==> src/rtl/smb_timeout_mon.sv <==
module smb_timeout_mon #(
  parameter int WIDTH = 16
) (
  input  logic             clk,
  input  logic             rst,
  input  logic             tick,
  input  logic             scl_in,
  input  logic             free_en,
  input  logic             low_en,
  input  logic [WIDTH-1:0] free_reload,
  input  logic [WIDTH-1:0] low_reload,
  input  logic             start_req,
  input  logic             low_clr,
  output logic             start_ok,
  output logic             free_tmo,
  output logic             low_irq
);
  localparam logic [WIDTH-1:0] TOP = '1;

  logic             scl_m, scl_s;
  logic [WIDTH-1:0] free_cnt, low_cnt;
  logic             pend;
  logic             free_ovf, low_ovf;

  // two-flop synchronizer, idle level high
  always_ff @(posedge clk) begin
    if (rst) begin
      scl_m <= 1'b1;
      scl_s <= 1'b1;
    end else begin
      scl_m <= scl_in;
      scl_s <= scl_m;
    end
  end

  assign free_ovf = free_en &  scl_s & tick & (free_cnt == TOP);
  assign low_ovf  = low_en  & ~scl_s & tick & (low_cnt  == TOP);

  always_ff @(posedge clk) begin
    if (rst)                   free_cnt <= '0;
    else if (!free_en || !scl_s) free_cnt <= free_reload;
    else if (free_ovf)         free_cnt <= free_reload;
    else if (tick)             free_cnt <= free_cnt + 1'b1;
  end

  always_ff @(posedge clk) begin
    if (rst)                   low_cnt <= '0;
    else if (!low_en || scl_s) low_cnt <= low_reload;
    else if (low_ovf)          low_cnt <= low_reload;
    else if (tick)             low_cnt <= low_cnt + 1'b1;
  end

  always_ff @(posedge clk) begin
    if (rst) begin
      pend     <= 1'b0;
      free_tmo <= 1'b0;
      start_ok <= 1'b0;
      low_irq  <= 1'b0;
    end else begin
      pend     <= free_ovf ? 1'b0 : (pend | start_req);
      free_tmo <= free_ovf;
      start_ok <= free_ovf & (pend | start_req);
      if (low_ovf)      low_irq <= 1'b1;
      else if (low_clr) low_irq <= 1'b0;
    end
  end


  free_off_chk: assert property (@(posedge clk) disable iff (rst)
    !free_en |=> !free_tmo);

  free_high_chk: assert property (@(posedge clk) disable iff (rst)
    free_tmo |-> $past(scl_s));

  start_pair_chk: assert property (@(posedge clk) disable iff (rst)
    start_ok |-> free_tmo);

  low_off_chk: assert property (@(posedge clk) disable iff (rst)
    $rose(low_irq) |-> $past(low_en && !scl_s));

  irq_sticky_chk: assert property (@(posedge clk) disable iff (rst)
    (low_irq && !low_clr) |=> low_irq);

  tick_hold_chk: assert property (@(posedge clk) disable iff (rst)
    (!tick && scl_s && free_en && $past(scl_s)) |=> $stable(free_cnt));
endmodule

==> config.mk <==
export PLATFORM = sky130hd
export DESIGN_NAME = smb_timeout_mon
export DESIGN_NICKNAME = d
export VERILOG_FILES = /design/src/rtl/smb_timeout_mon.sv
export SDC_FILE = /design/constraint.sdc
export NUM_CORES = 1
export LEC_CHECK = 0
export BUFFER_PORTS_ARGS = -buffer_cell sky130_fd_sc_hd__buf_2
export CELL_PAD_IN_SITES_DETAIL_PLACEMENT = 0
export CELL_PAD_IN_SITES_GLOBAL_PLACEMENT = 1
export CORE_MARGIN = 4
export CORE_UTILIZATION = 43
export DETAILED_ROUTE_END_ITERATION = 10
export PLACE_DENSITY_LB_ADDON = 0.1
export RECOVER_POWER = 25
export SYNTH_ARGS = -nofsm -noshare
export SYNTH_HDL_FRONTEND = slang
export SYNTH_SLANG_ARGS = --single-unit
==> constraint.sdc <==
create_clock -name clk -period 3.1 [get_ports clk]
set_input_delay 0.93 -clock clk [delete_from_list [all_inputs] [get_ports clk]]
set_output_delay 0.93 -clock clk [all_outputs]
set_load 0.005 [all_outputs]
Word level (Yosys, flattened, before mapping) --
Index checks and enable logic that the tools add are counted.
Storage, ports and cells: logic and storage cells 38, input port bits 40, memories 0, register bits 38, bits in writable memories 0, latch bits 0, bits in read-only memories 0
Cells by class: multipliers 0, bitwise operators 9, reductions and logical operators 9, equal/unequal tests 2, shift operators 0, $lt $le $gt $ge 0, add/subtract/negate cells 2, mux-type cells 8, divide/modulo/power cells 0
Operator list (count):
- $mux 16 | 6
- $add 16x1->16 const B | 2
- $eq 16x16->1 const B | 2
- $and 1x1->1 | 7
- $reduce_bool 3->1 | 2
- $logic_not 1->1 | 3
- $logic_or 1x1->1 | 2
- $mux 1 | 2
- $reduce_bool 2->1 | 1
- $reduce_or 2->1 | 1
- $not 1->1 | 1
- $or 1x1->1 | 1

Logic depth before layout (Yosys ltp) --
Gate-level depths: netlist (run 1).
depth after elaboration 6, gate-level depth with buffers 7, gate-level depth less buffers 6

Least setup slack after synthesis (run 1) --
No wires, ideal clock.
path type input to register, start in tick, end reg low_cnt[13], setup slack 989 ps, setup time 74 ps, stages 5, path buffers 1, data arrival time 2037 ps, data required time 3026 ps, cells stage by stage and4_1 clkbuf_1 a21o_1 or4_1 a31oi_1
Between the ends: word-level cells in the longest chain between the ends 4
RTL lines:
- start, declared | RTL line 6 | input logic tick,
- $and 1x1->1 (2 in series) | RTL line 37 | assign low_ovf = low_en & ~scl_s & tick & (low_cnt == TOP);
- $mux 16 | RTL line 49 | else if (low_ovf) low_cnt <= low_reload;
- $mux 16 | RTL line 48 | else if (!low_en || scl_s) low_cnt <= low_reload;
- end signal, assigned | RTL line 48
- end signal, assigned | RTL line 49
- end signal, assigned | RTL line 50 | else if (tick) low_cnt <= low_cnt + 1'b1;
- end, declared | RTL line 21 | logic [WIDTH-1:0] free_cnt, low_cnt;
Parallel ways exist; a longest one is shown, timed or not. A chain may end at the register's enable or synchronous reset.

Worst setup path in the final report (run 1) --
start in tick, end reg free_cnt[14]
Between the ends: word-level cells in the longest chain between the ends 4
RTL lines:
- $and 1x1->1 (2 in series) | RTL line 36 | assign free_ovf = free_en & scl_s & tick & (free_cnt == TOP);
- $mux 16 | RTL line 42 | else if (free_ovf) free_cnt <= free_reload;
- $mux 16 | RTL line 41 | else if (!free_en || !scl_s) free_cnt <= free_reload;
- end signal, assigned | RTL line 41
- end signal, assigned | RTL line 42
- end signal, assigned | RTL line 43 | else if (tick) free_cnt <= free_cnt + 1'b1;
- end, declared | RTL line 21
Parallel ways exist; a longest one is shown, timed or not.

==> results of run 1 <==
==> layout make-up <==
type | count | share of cell area
Sequential cell | 38 | 0.287
Multi-Input combinational cell | 230 | 0.535
Tap cell | 70 | 0.0331
Timing Repair Buffer | 46 | 0.0936
Clock buffer | 5 | 0.0260
Clock inverter | 3 | 0.0151
Inverter | 7 | 0.00992
==> worst register-to-register path, stage by stage (launching register included) <==
cell and delay (ns):
dfxtp_1 0.43, ha_1 0.29, nand3_1 0.23, or2_2 0.35
nor3_1 0.54, o21ai_0 0.21, a211oi_1 0.25
==> path summary, 6_finish.rpt <==
path	startpoint	endpoint	slack (ns)	depth (start not counted)
worst max-delay path	tick	free_cnt[14]$_SDFFE_PP0P_	0.63	6
worst min-delay path	scl_m$_SDFF_PP1_	scl_s$_SDFF_PP1_	0.42	1
worst max register to register	free_cnt[0]$_SDFFE_PP0P_	free_cnt[4]$_SDFFE_PP0P_	0.71	6
worst min register to register	scl_m$_SDFF_PP1_	scl_s$_SDFF_PP1_	0.42	1
==> metrics by stage <==
step / hold slack [ns] / utilization / total power (W) / instance area, sq um
after floorplan: 0.389 / - / 0.000654 / 2270
after global placement: 0.391 / 0.498 / 0.000711 / 2540
after detailed placement: 0.398 / 0.498 / 0.000713 / 2540
after CTS: 0.418 / 0.519 / 0.00114 / 2650
after global routing: 0.435 / 0.518 / 0.00119 / 2650
final: 0.417 / 0.518 / 0.00113 / 2650
==> sequential cells by signal, indices dropped and copies added (netlist names) <==
name / cells
scl_m: 1
start_ok: 1
free_cnt: 16
pend: 1
free_tmo: 1
low_cnt: 16
scl_s: 1
low_irq: 1
==> cell families after synthesis <==
logic type,count (synthesis)
simple gates,149
xor+xnor,6
flops,38
mux,4
fa+ha+maj,2
compound gates,69
buf+inv,23
==> per-layer routing <==
layer | part of all wire | routed length, microns | global-route usage | vias to the layer above
met5 | 0 | 0 | 0 | -
met4 | 0.017 | 107 | 0.0777 | 0
met3 | 0.045 | 276 | 0.0455 | 12
met2 | 0.47 | 2920 | 0.330 | 54
met1 | 0.46 | 2860 | 0.262 | 1056
li1 | - | - | - | 1160
==> power breakdown <==
part	switching [W]	internal (W)	total (W)
clock	0.000195	0.000237	0.000432
combinational	0.0000776	0.0000680	0.000146
sequential	0.0000377	0.000518	0.000556
==> cells in the final DEF (no fill, tap or decap), types with 5 or more instances in the layout <==
cell / count
dfxtp_1: 38
buf_2: 38
nor2_1: 35
nand2_1: 32
nor3_1: 21
nand3_1: 13
a21oi_1: 13
nand4_1: 11
o21ai_0: 9
a22oi_1: 8
inv_1: 7
nand2b_1: 6
a31oi_1: 6
clkbuf_8: 5
==> out/summary.txt, run 1 <==
Period utilisation layout = 0.797
Nets = 370
Root Driver = clkbuf_8
Clock Skews = 0.00549 ns
Drt total wl = 6.16 mm
Clock-pin slew on the worst setup and hold paths = 0.08 ns
Relative slew slack = 0.420
TritonCTS clock tree = yes
CP Launch Type = primary input
Placed cells = 391
Synth area leaders = dfxtp_1 (33%), nor2_1 (5.8%), nand2_1 (5.3%), nor3_1 (4.6%), nand4_1 (3.0%)
Iter 0 DRT Violations = 125
Final min period = 2.47 ns
Core Area = 5110 sq um
Final Max Tran Viols = 0
Post-synth top cells = dfxtp_1 (38), nor2_1 (35), nand2_1 (32), nor3_1 (21)
Die height = 80.7 microns
Layout cells sized above 1 = 0.198
Initial Utilization = 0.445
First-pass GRT wire length = 10.3 mm
Synth Cell Area = 2270 sq um
# diodes = 0
Layout Cells excl Fill = 399
CP Buf/Inv Count = 1
Gpl congestion = 0.813
Area growth, synth to finish = 16.4%
Max-cap viol count = 0
CP Class = in2reg
IO Count = 43
CTS Hold Bufs = 0
Mapped Cells = 291
Fin Setup TNS = 0 ns
DP Worst Slack = 0.300 ns
Endpoints failing setup = 0
Postcts setup bufs = 0
Register bit total from synthesis = 38
Post-synth EDFFs = 0
Avg Inst Size Synth = 7.82 sq um
Slowest CP cell = a21oi_2
# DRC = 0
TritonRoute pass-1 iters = 4
PwrDens = 428 nW/um^2
Bufs on Longest Clock Path = 2
Post-synth top flop = dfxtp_1
Critical Path AT = 2.67 ns
Largest net degree at the start of global routing = 28
Delay-heaviest family, CP = compound AO/OA/AOI/OAI gates
H-tree depth = 2
Sequential element share of the synthesized area = 0.334
Worst-margin pin slew = 0.870 ns
Crit-path cells = buf_2 > nand2_1 > nor4_4 > a21oi_2 > and2b_2 > o31a_1
Top-count cell post-synth = dfxtp_1
Total gr overflow = 0
Site Rows = 26
Crit-path max cell delay = 0.69 ns
CP required = 3.30 ns
Peak fanout along the critical path = 17
Static leakage = 1.02 nW
Routed length per instance = 15.4 microns
RSZ-0062 raised after global routing = no
Vias per inst = 5.72
Mux share of post-synthesis cell area = 0.0176
FF/Latch Area = 761 sq um
# fillers = 544
Crit. End Element = flip-flop
Top cell type's share of synthesized area = 0.334
Total GRT Usage = 0.203
Fin. Hold Viols = 0
Complex-gate fraction of the synthesized area = 0.218
Area leader, netlist = dfxtp_1
CTS Buf Count = 5
Skew-Pair Late Insertion Delay = 0.30 ns
Footprint of the multi-input gates = 1420 sq um
Die width = 80.7 microns
Syn. warnings = 0
Die Footprint = 6520 sq um
Final WS setup = 0.630 ns
Antenna violations before repair = 0
Synth cell types = 55
Post-DP HPWL = 4.48 mm
Fmax = 0.405 GHz
Hold Crit Class = reg2reg
CTS resizes = 0
Share of flip-flops with an asynchronous set or reset = 0
Main combinational cell family by area after synthesis = simple AND/OR/NAND/NOR gates
Clk sinks = 38
Vias = 2282
Adder-cell share of the synthesized area = 0.0110
Status = completed
Final ANT Viol Nets = 0
Number of global-route vias before repair = 2163
Port Buffers = 42
Post-Synth Simple-Gate Area = 0.353
Post-synthesis xor/xnor area fraction = 0.0231
Mapped Nets = 333
Peak supply drop = 0.246 mV
Power figures use the tool's default switching activity.
==> run 2, diff against run 1 <==
CORE_UTILIZATION = 36   (was 43)
clock period = 2.15 ns   (was 3.1 ns; I/O delays follow)
==> run 2 against run 1 <==
  * Global-route usage shrank 1.8 points
  * Clock-buffer cell count is the same
  * Non-clock buffer count grew 20
  * Routed wire length grew 7.1%
  * Critical path depth shrank 1
  * Critical path type unchanged
  * Largest power group unchanged
  * Highest routed layer unchanged
==> out/summary.txt, run 2 (same netlist as run 1, synthesis figures left out) <==
# diodes = 0 (unchanged)
DP Worst Slack = 0.173 ns (-0.128 ns)
Peak supply drop = 0.310 mV (+26%)
Vias per inst = 5.56 (-2.8%)
Final WS setup = 0.120 ns (-0.510 ns)
Worst Hold Slack = 0.418 ns (+0.000862 ns)
Top flop regs = free_cnt (16), low_cnt (16)
CP required = 2.36 ns (-0.94 ns)
Antenna violations before repair = 0 (unchanged)
Status = completed
Die Footprint = 7650 sq um (+17%)
CTS resizes = 0 (unchanged)
Number of global-route vias before repair = 2343 (+8.3%)
Core Area = 6030 sq um (+18%)
Fin. Hold Viols = 0 (unchanged)
Clk sinks = 38 (unchanged)
Relative slew slack = 0.486 (+0.0655)
Hold Crit Class = reg2reg
Die width = 87.5 microns (+8.4%)
Delay-heaviest family, CP = buffers and inverters
CP Class = in2reg
Site Rows = 28 (+7.7%)
Commonest non-fill, non-tap cell in the layout = buf_2
Hold path cells = 1 (unchanged)
Gpl congestion = 0.846 (+4.1%)
CTS Buf Count = 5 (unchanged)
TritonCTS clock tree = yes
Endpoints failing setup = 0 (unchanged)
Clock Skews = 0.0146 ns (+0.00911 ns)
Crit path depth = 5 (-1)
PwrDens = 634 nW/um^2 (+48%)
Peak fanout along the critical path = 14 (-3)
CP Buf/Inv Count = 3 (+2)
Area growth, synth to finish = 23.6%
Max-cap viol count = 0 (unchanged)
Static leakage = 1.12 nW (+9.9%)
Port Buffers = 42 (unchanged)
Fmax = 0.493 GHz
# DRC = 0 (unchanged)
Vias = 2357 (+3.3%)
Placed cells = 416 (+6.4%)
RSZ-0062 raised after global routing = no
Final Max Tran Viols = 0 (unchanged)
R2R depth = 7 (+1)
Commonest non-fill, non-tap cells in the layout = buf_2 (40), dfxtp_1 (38), nor2_1 (35)
Worst-margin pin slew = 0.772 ns (-0.0982 ns)
CTS Hold Bufs = 0 (unchanged)
Nets = 390 (+5.4%)
Period utilisation layout = 0.944
Postcts setup bufs = 0 (unchanged)
Layout cells sized above 1 = 0.241 (+0.0431)
First-pass GRT wire length = 11.1 mm (+7.8%)
Largest net degree at the start of global routing = 16 (-43%)
Bufs on Longest Clock Path = 2 (unchanged)
Skew-Pair Late Insertion Delay = 0.31 ns (about the same)
Crit. End Element = flip-flop
Crit-path max cell delay = 0.50 ns (-0.19 ns)
Final ANT Viol Nets = 0 (unchanged)
Critical Path AT = 2.24 ns (-0.43 ns)
Clock-pin slew on the worst setup and hold paths = 0.09 ns (about the same)
TritonRoute pass-1 iters = 4 (unchanged)
Layout Cells excl Fill = 424 (+6.3%)
Root Driver = clkbuf_8
Total GRT Usage = 0.185 (-0.0182)
Initial Utilization = 0.377 (-0.0679)
Die height = 87.5 microns (+8.4%)
Fin Setup TNS = 0 ns (unchanged)
Final min period = 2.03 ns
Total gr overflow = 0 (unchanged)
IO Count = 43 (unchanged)
Post-DP HPWL = 4.98 mm (+11%)
Slowest CP cell = clkbuf_1
Total Power = 0.00178 W (+57%)
Iter 0 DRT Violations = 122 (-2.4%)
Crit-path cells = buf_2 > clkbuf_1 > inv_1 > a221o_1 > a22o_1
Drt total wl = 6.60 mm (+7.1%)
Routed length per instance = 15.6 microns (+0.78%)
CP Launch Type = primary input
H-tree depth = 2 (unchanged)
-- run 2: area by class of cell --
type                    instances  area (sq um)
multi-input cells             230          1420
well taps                      75          93.8
fillers                       627          3210
clock buffers                   5          68.8
flip-flops and latches         38           761
clock inverters                 3          68.8
inverters                       7          26.3
repair buffers                 66           377
-- run 2: per-stage QoR --
step / util / cell area, sq um
floorplan: - / 2270
global placement: 0.446 / 2690
detailed placement: 0.446 / 2690
CTS: 0.469 / 2830
global route: 0.467 / 2810
finish: 0.467 / 2810
-- run 2: report_power, final --
group / leakage, nW / switching [W] / total [W] / internal [W]
Clock: 0.0683 / 0.000292 / 0.000758 / 0.000465
Combinational: 0.734 / 0.000115 / 0.000221 / 0.000106
Sequential: 0.315 / 0.0000554 / 0.000803 / 0.000748
Total: 1.12 / 0.000463 / 0.00178 / 0.00132
-- run 2: final timing paths --
check | slack (ns) | endpoint | start
max | 0.12 | low_cnt[9]$_SDFFE_PP0P_ | tick
min | 0.42 | scl_s$_SDFF_PP1_ | scl_m$_SDFF_PP1_
max reg2reg | 0.22 | free_cnt[14]$_SDFFE_PP0P_ | free_cnt[0]$_SDFFE_PP0P_
min reg2reg | 0.42 | scl_s$_SDFF_PP1_ | scl_m$_SDFF_PP1_
-- run 2: metal layers --
layer,global-route usage,routed length (microns),up-vias
met5,0,0,-
met4,0.0683,112,0
met3,0.0426,297,9
met2,0.316,3230,52
met1,0.224,2960,1095
li1,-,-,1201
-- run 2: worst register-to-register path, stage by stage (launching register included) --
cell and delay [ns]:
dfxtp_1 0.43, ha_1 0.19, nand3_1 0.10, buf_4 0.17
nor4_4 0.25, clkbuf_1 0.30, a31oi_1 0.13, o31a_1 0.28
==> run 3, diff against run 2 <==
CORE_MARGIN = 10   (was 4)
SLEW_MARGIN = 5   (was unset)
==> run 3 against run 2 <==
  * Sequential power barely moved
  * Clock skew fell by 0.011 ns
  * Total power fell by 13%
  * First-iteration DRC count fell by 25%
  * Via count fell by 0.13%
  * Critical path depth rose by 2
  * Largest cell class unchanged
==> out/summary.txt, run 3 (same netlist as run 1, synthesis figures left out) <==
Post-DP HPWL = 5.22 mm (+4.9%)
Final ANT Viol Nets = 0 (unchanged)
Met1 Routed Length = 3.03 mm (+2.5%)
Total gr overflow = 0 (unchanged)
Final Max Tran Viols = 0 (unchanged)
Top sig layer = met4
CTS Hold Bufs = 0 (unchanged)
Routed length per instance = 16.2 microns (+3.9%)
CTS Buf Count = 5 (unchanged)
Drt total wl = 6.81 mm (+3.2%)
Peak supply drop = 0.284 mV (-8.4%)
Die height = 99.5 microns (+14%)
TritonRoute pass-1 iters = 4 (unchanged)
Clock Skews = 0.00374 ns (-0.0109 ns)
Largest net degree at the start of global routing = 41 (+25)
Met2 wire length = 3.46 mm (+7.0%)
Area growth, synth to finish = 21.1%
Top flop regs = free_cnt (16), low_cnt (16)
Peak fanout along the critical path = 6 (-8)
First-pass GRT wire length = 11.6 mm (+4.7%)
Max-cap viol count = 0 (unchanged)
CP Launch Type = flip-flop
Layout cells sized above 1 = 0.240 (-0.000803)
R2r setup slk = 0.21 ns (about the same)
Total GRT Usage = 0.139 (-0.0453)
Vias per inst = 5.59 (+0.58%)
Reg-to-reg startpoint = free_cnt[0]$_SDFFE_PP0P_
Clock-pin slew on the worst setup and hold paths = 0.08 ns (about the same)
Gpl congestion = 0.802 (-5.2%)
Die width = 99.5 microns (+14%)
Die Footprint = 9900 sq um (+29%)
Hold Crit Class = reg2reg
Met3 WL = 261 microns (-12%)
CTS resizes = 0 (unchanged)
# diodes = 0 (unchanged)
Fmax = 0.515 GHz (+4.5%)
Fin Setup TNS = 0 ns (unchanged)
Port Buffers = 42 (unchanged)
Fin. Hold Viols = 0 (unchanged)
Bufs on Longest Clock Path = 2 (unchanged)
Skew-Pair Late Insertion Delay = 0.29 ns (-0.02 ns)
Final core occ = 0.457 (-0.00955)
Vias = 2354 (-0.13%)
RSZ-0062 raised after global routing = no
IO Count = 43 (unchanged)
Postcts setup bufs = 0 (unchanged)
Antenna violations before repair = 0 (unchanged)
Critical Path Source = free_cnt[0]$_SDFFE_PP0P_
Crit. End Element = flip-flop
Part of the power in the clock network = 0.340 (-0.085)
Worst-margin pin slew = 0.874 ns (+0.102 ns)
Status = completed
Nets = 387 (-0.77%)
Net Sw Frac = 0.281 (+0.0215)
Root Driver = clkbuf_8
CP required = 2.34 ns (-0.02 ns)
Number of global-route vias before repair = 2377 (+1.5%)
Total Power = 0.00155 W (-13%)
Endpoints failing setup = 0 (unchanged)
R2R depth = 7 (unchanged)
Period utilisation layout = 0.903 (-0.0410)
H-tree depth = 2 (unchanged)
R2R Path End = free_cnt[3]$_SDFFE_PP0P_
Int Power = 0.00111 W (-16%)
Worst setup path endpoint = free_cnt[3]$_SDFFE_PP0P_
Critical Path AT = 2.13 ns (-0.11 ns)
Gate power share = 0.142 (+0.018)
Final min period = 1.94 ns (-0.0882 ns)
# DRC = 0 (unchanged)
Core Area = 6030 sq um (unchanged)
Commonest non-fill, non-tap cells in the layout = buf_2 (39), dfxtp_1 (38), nor2_1 (35)
PwrDens = 562 nW/um^2 (-11%)
TritonCTS clock tree = yes
Site Rows = 28 (unchanged)
Clk sinks = 38 (unchanged)
Flop pwr share = 0.518 (+0.067)
Commonest non-fill, non-tap cell in the layout = buf_2
CP Class = reg2reg
Sw power = 0.000436 W (-5.9%)
Static leakage = 1.08 nW (-3.2%)
Worst Hold Slack = 0.425 ns (+0.00656 ns)
Iter 0 DRT Violations = 92 (-25%)
Initial Utilization = 0.377 (unchanged)
Relative slew slack = 0.418 (-0.0681)
-- run 3: critical path: stages, from the launching register on --
cell and delay (ns):
dfxtp_1 0.41, ha_2 0.26, nand3_2 0.14, or2_2 0.32
nor3_1 0.25, buf_4 0.16, o211ai_1 0.09, a22o_1 0.21
-- run 3: final cells by class --
type	instances	area [sq um]
timing repair buffer	63	358
clock buffer	7	86.3
fill	640	3270
tap	75	93.8
inverter	7	26.3
sequential	38	761
multi-input combinational	230	1420
clock inverter	1	5.00
-- run 3: worst min path at each step --
stage	from	endpoint	slack, ns	depth (start not counted)
4_1_cts	scl_m$_SDFF_PP1_	scl_s$_SDFF_PP1_	0.43	1
2_1_floorplan	scl_m$_SDFF_PP1_	scl_s$_SDFF_PP1_	0.39	1
5_1_grt	scl_m$_SDFF_PP1_	scl_s$_SDFF_PP1_	0.44	1
6_report	scl_m$_SDFF_PP1_	scl_s$_SDFF_PP1_	0.42	1
3_3_place_gp	scl_m$_SDFF_PP1_	scl_s$_SDFF_PP1_	0.39	1
3_5_place_dp	scl_m$_SDFF_PP1_	scl_s$_SDFF_PP1_	0.41	1
-- run 3: metal layers --
metal | vias up | GRT usage
met5 | - | 0
met4 | 0 | 0.0353
met3 | 4 | 0.0311
met2 | 48 | 0.245
met1 | 1108 | 0.166
li1 | 1194 | -
-- run 3: through the flow --
stage / instances / instance area, sq um / setup slack [ns]
floorplan: 291 / 2270 / 0.294
global route: 421 / 2750 / 0.0114
detailed placement: 413 / 2680 / 0.130
finish: 421 / 2750 / 0.208
CTS: 421 / 2770 / 0.106
global placement: 413 / 2680 / 0.126
-- run 3: power by group through the flow --
stage / clock network [W] / logic, W / registers, W
2_1_floorplan: 0 / 0.000139 / 0.000804
5_1_grt: 0.000570 / 0.000250 / 0.000812
4_1_cts: 0.000543 / 0.000226 / 0.000801
6_report: 0.000526 / 0.000220 / 0.000803
3_3_place_gp: 0 / 0.000224 / 0.000819
3_5_place_dp: 0 / 0.000225 / 0.000817
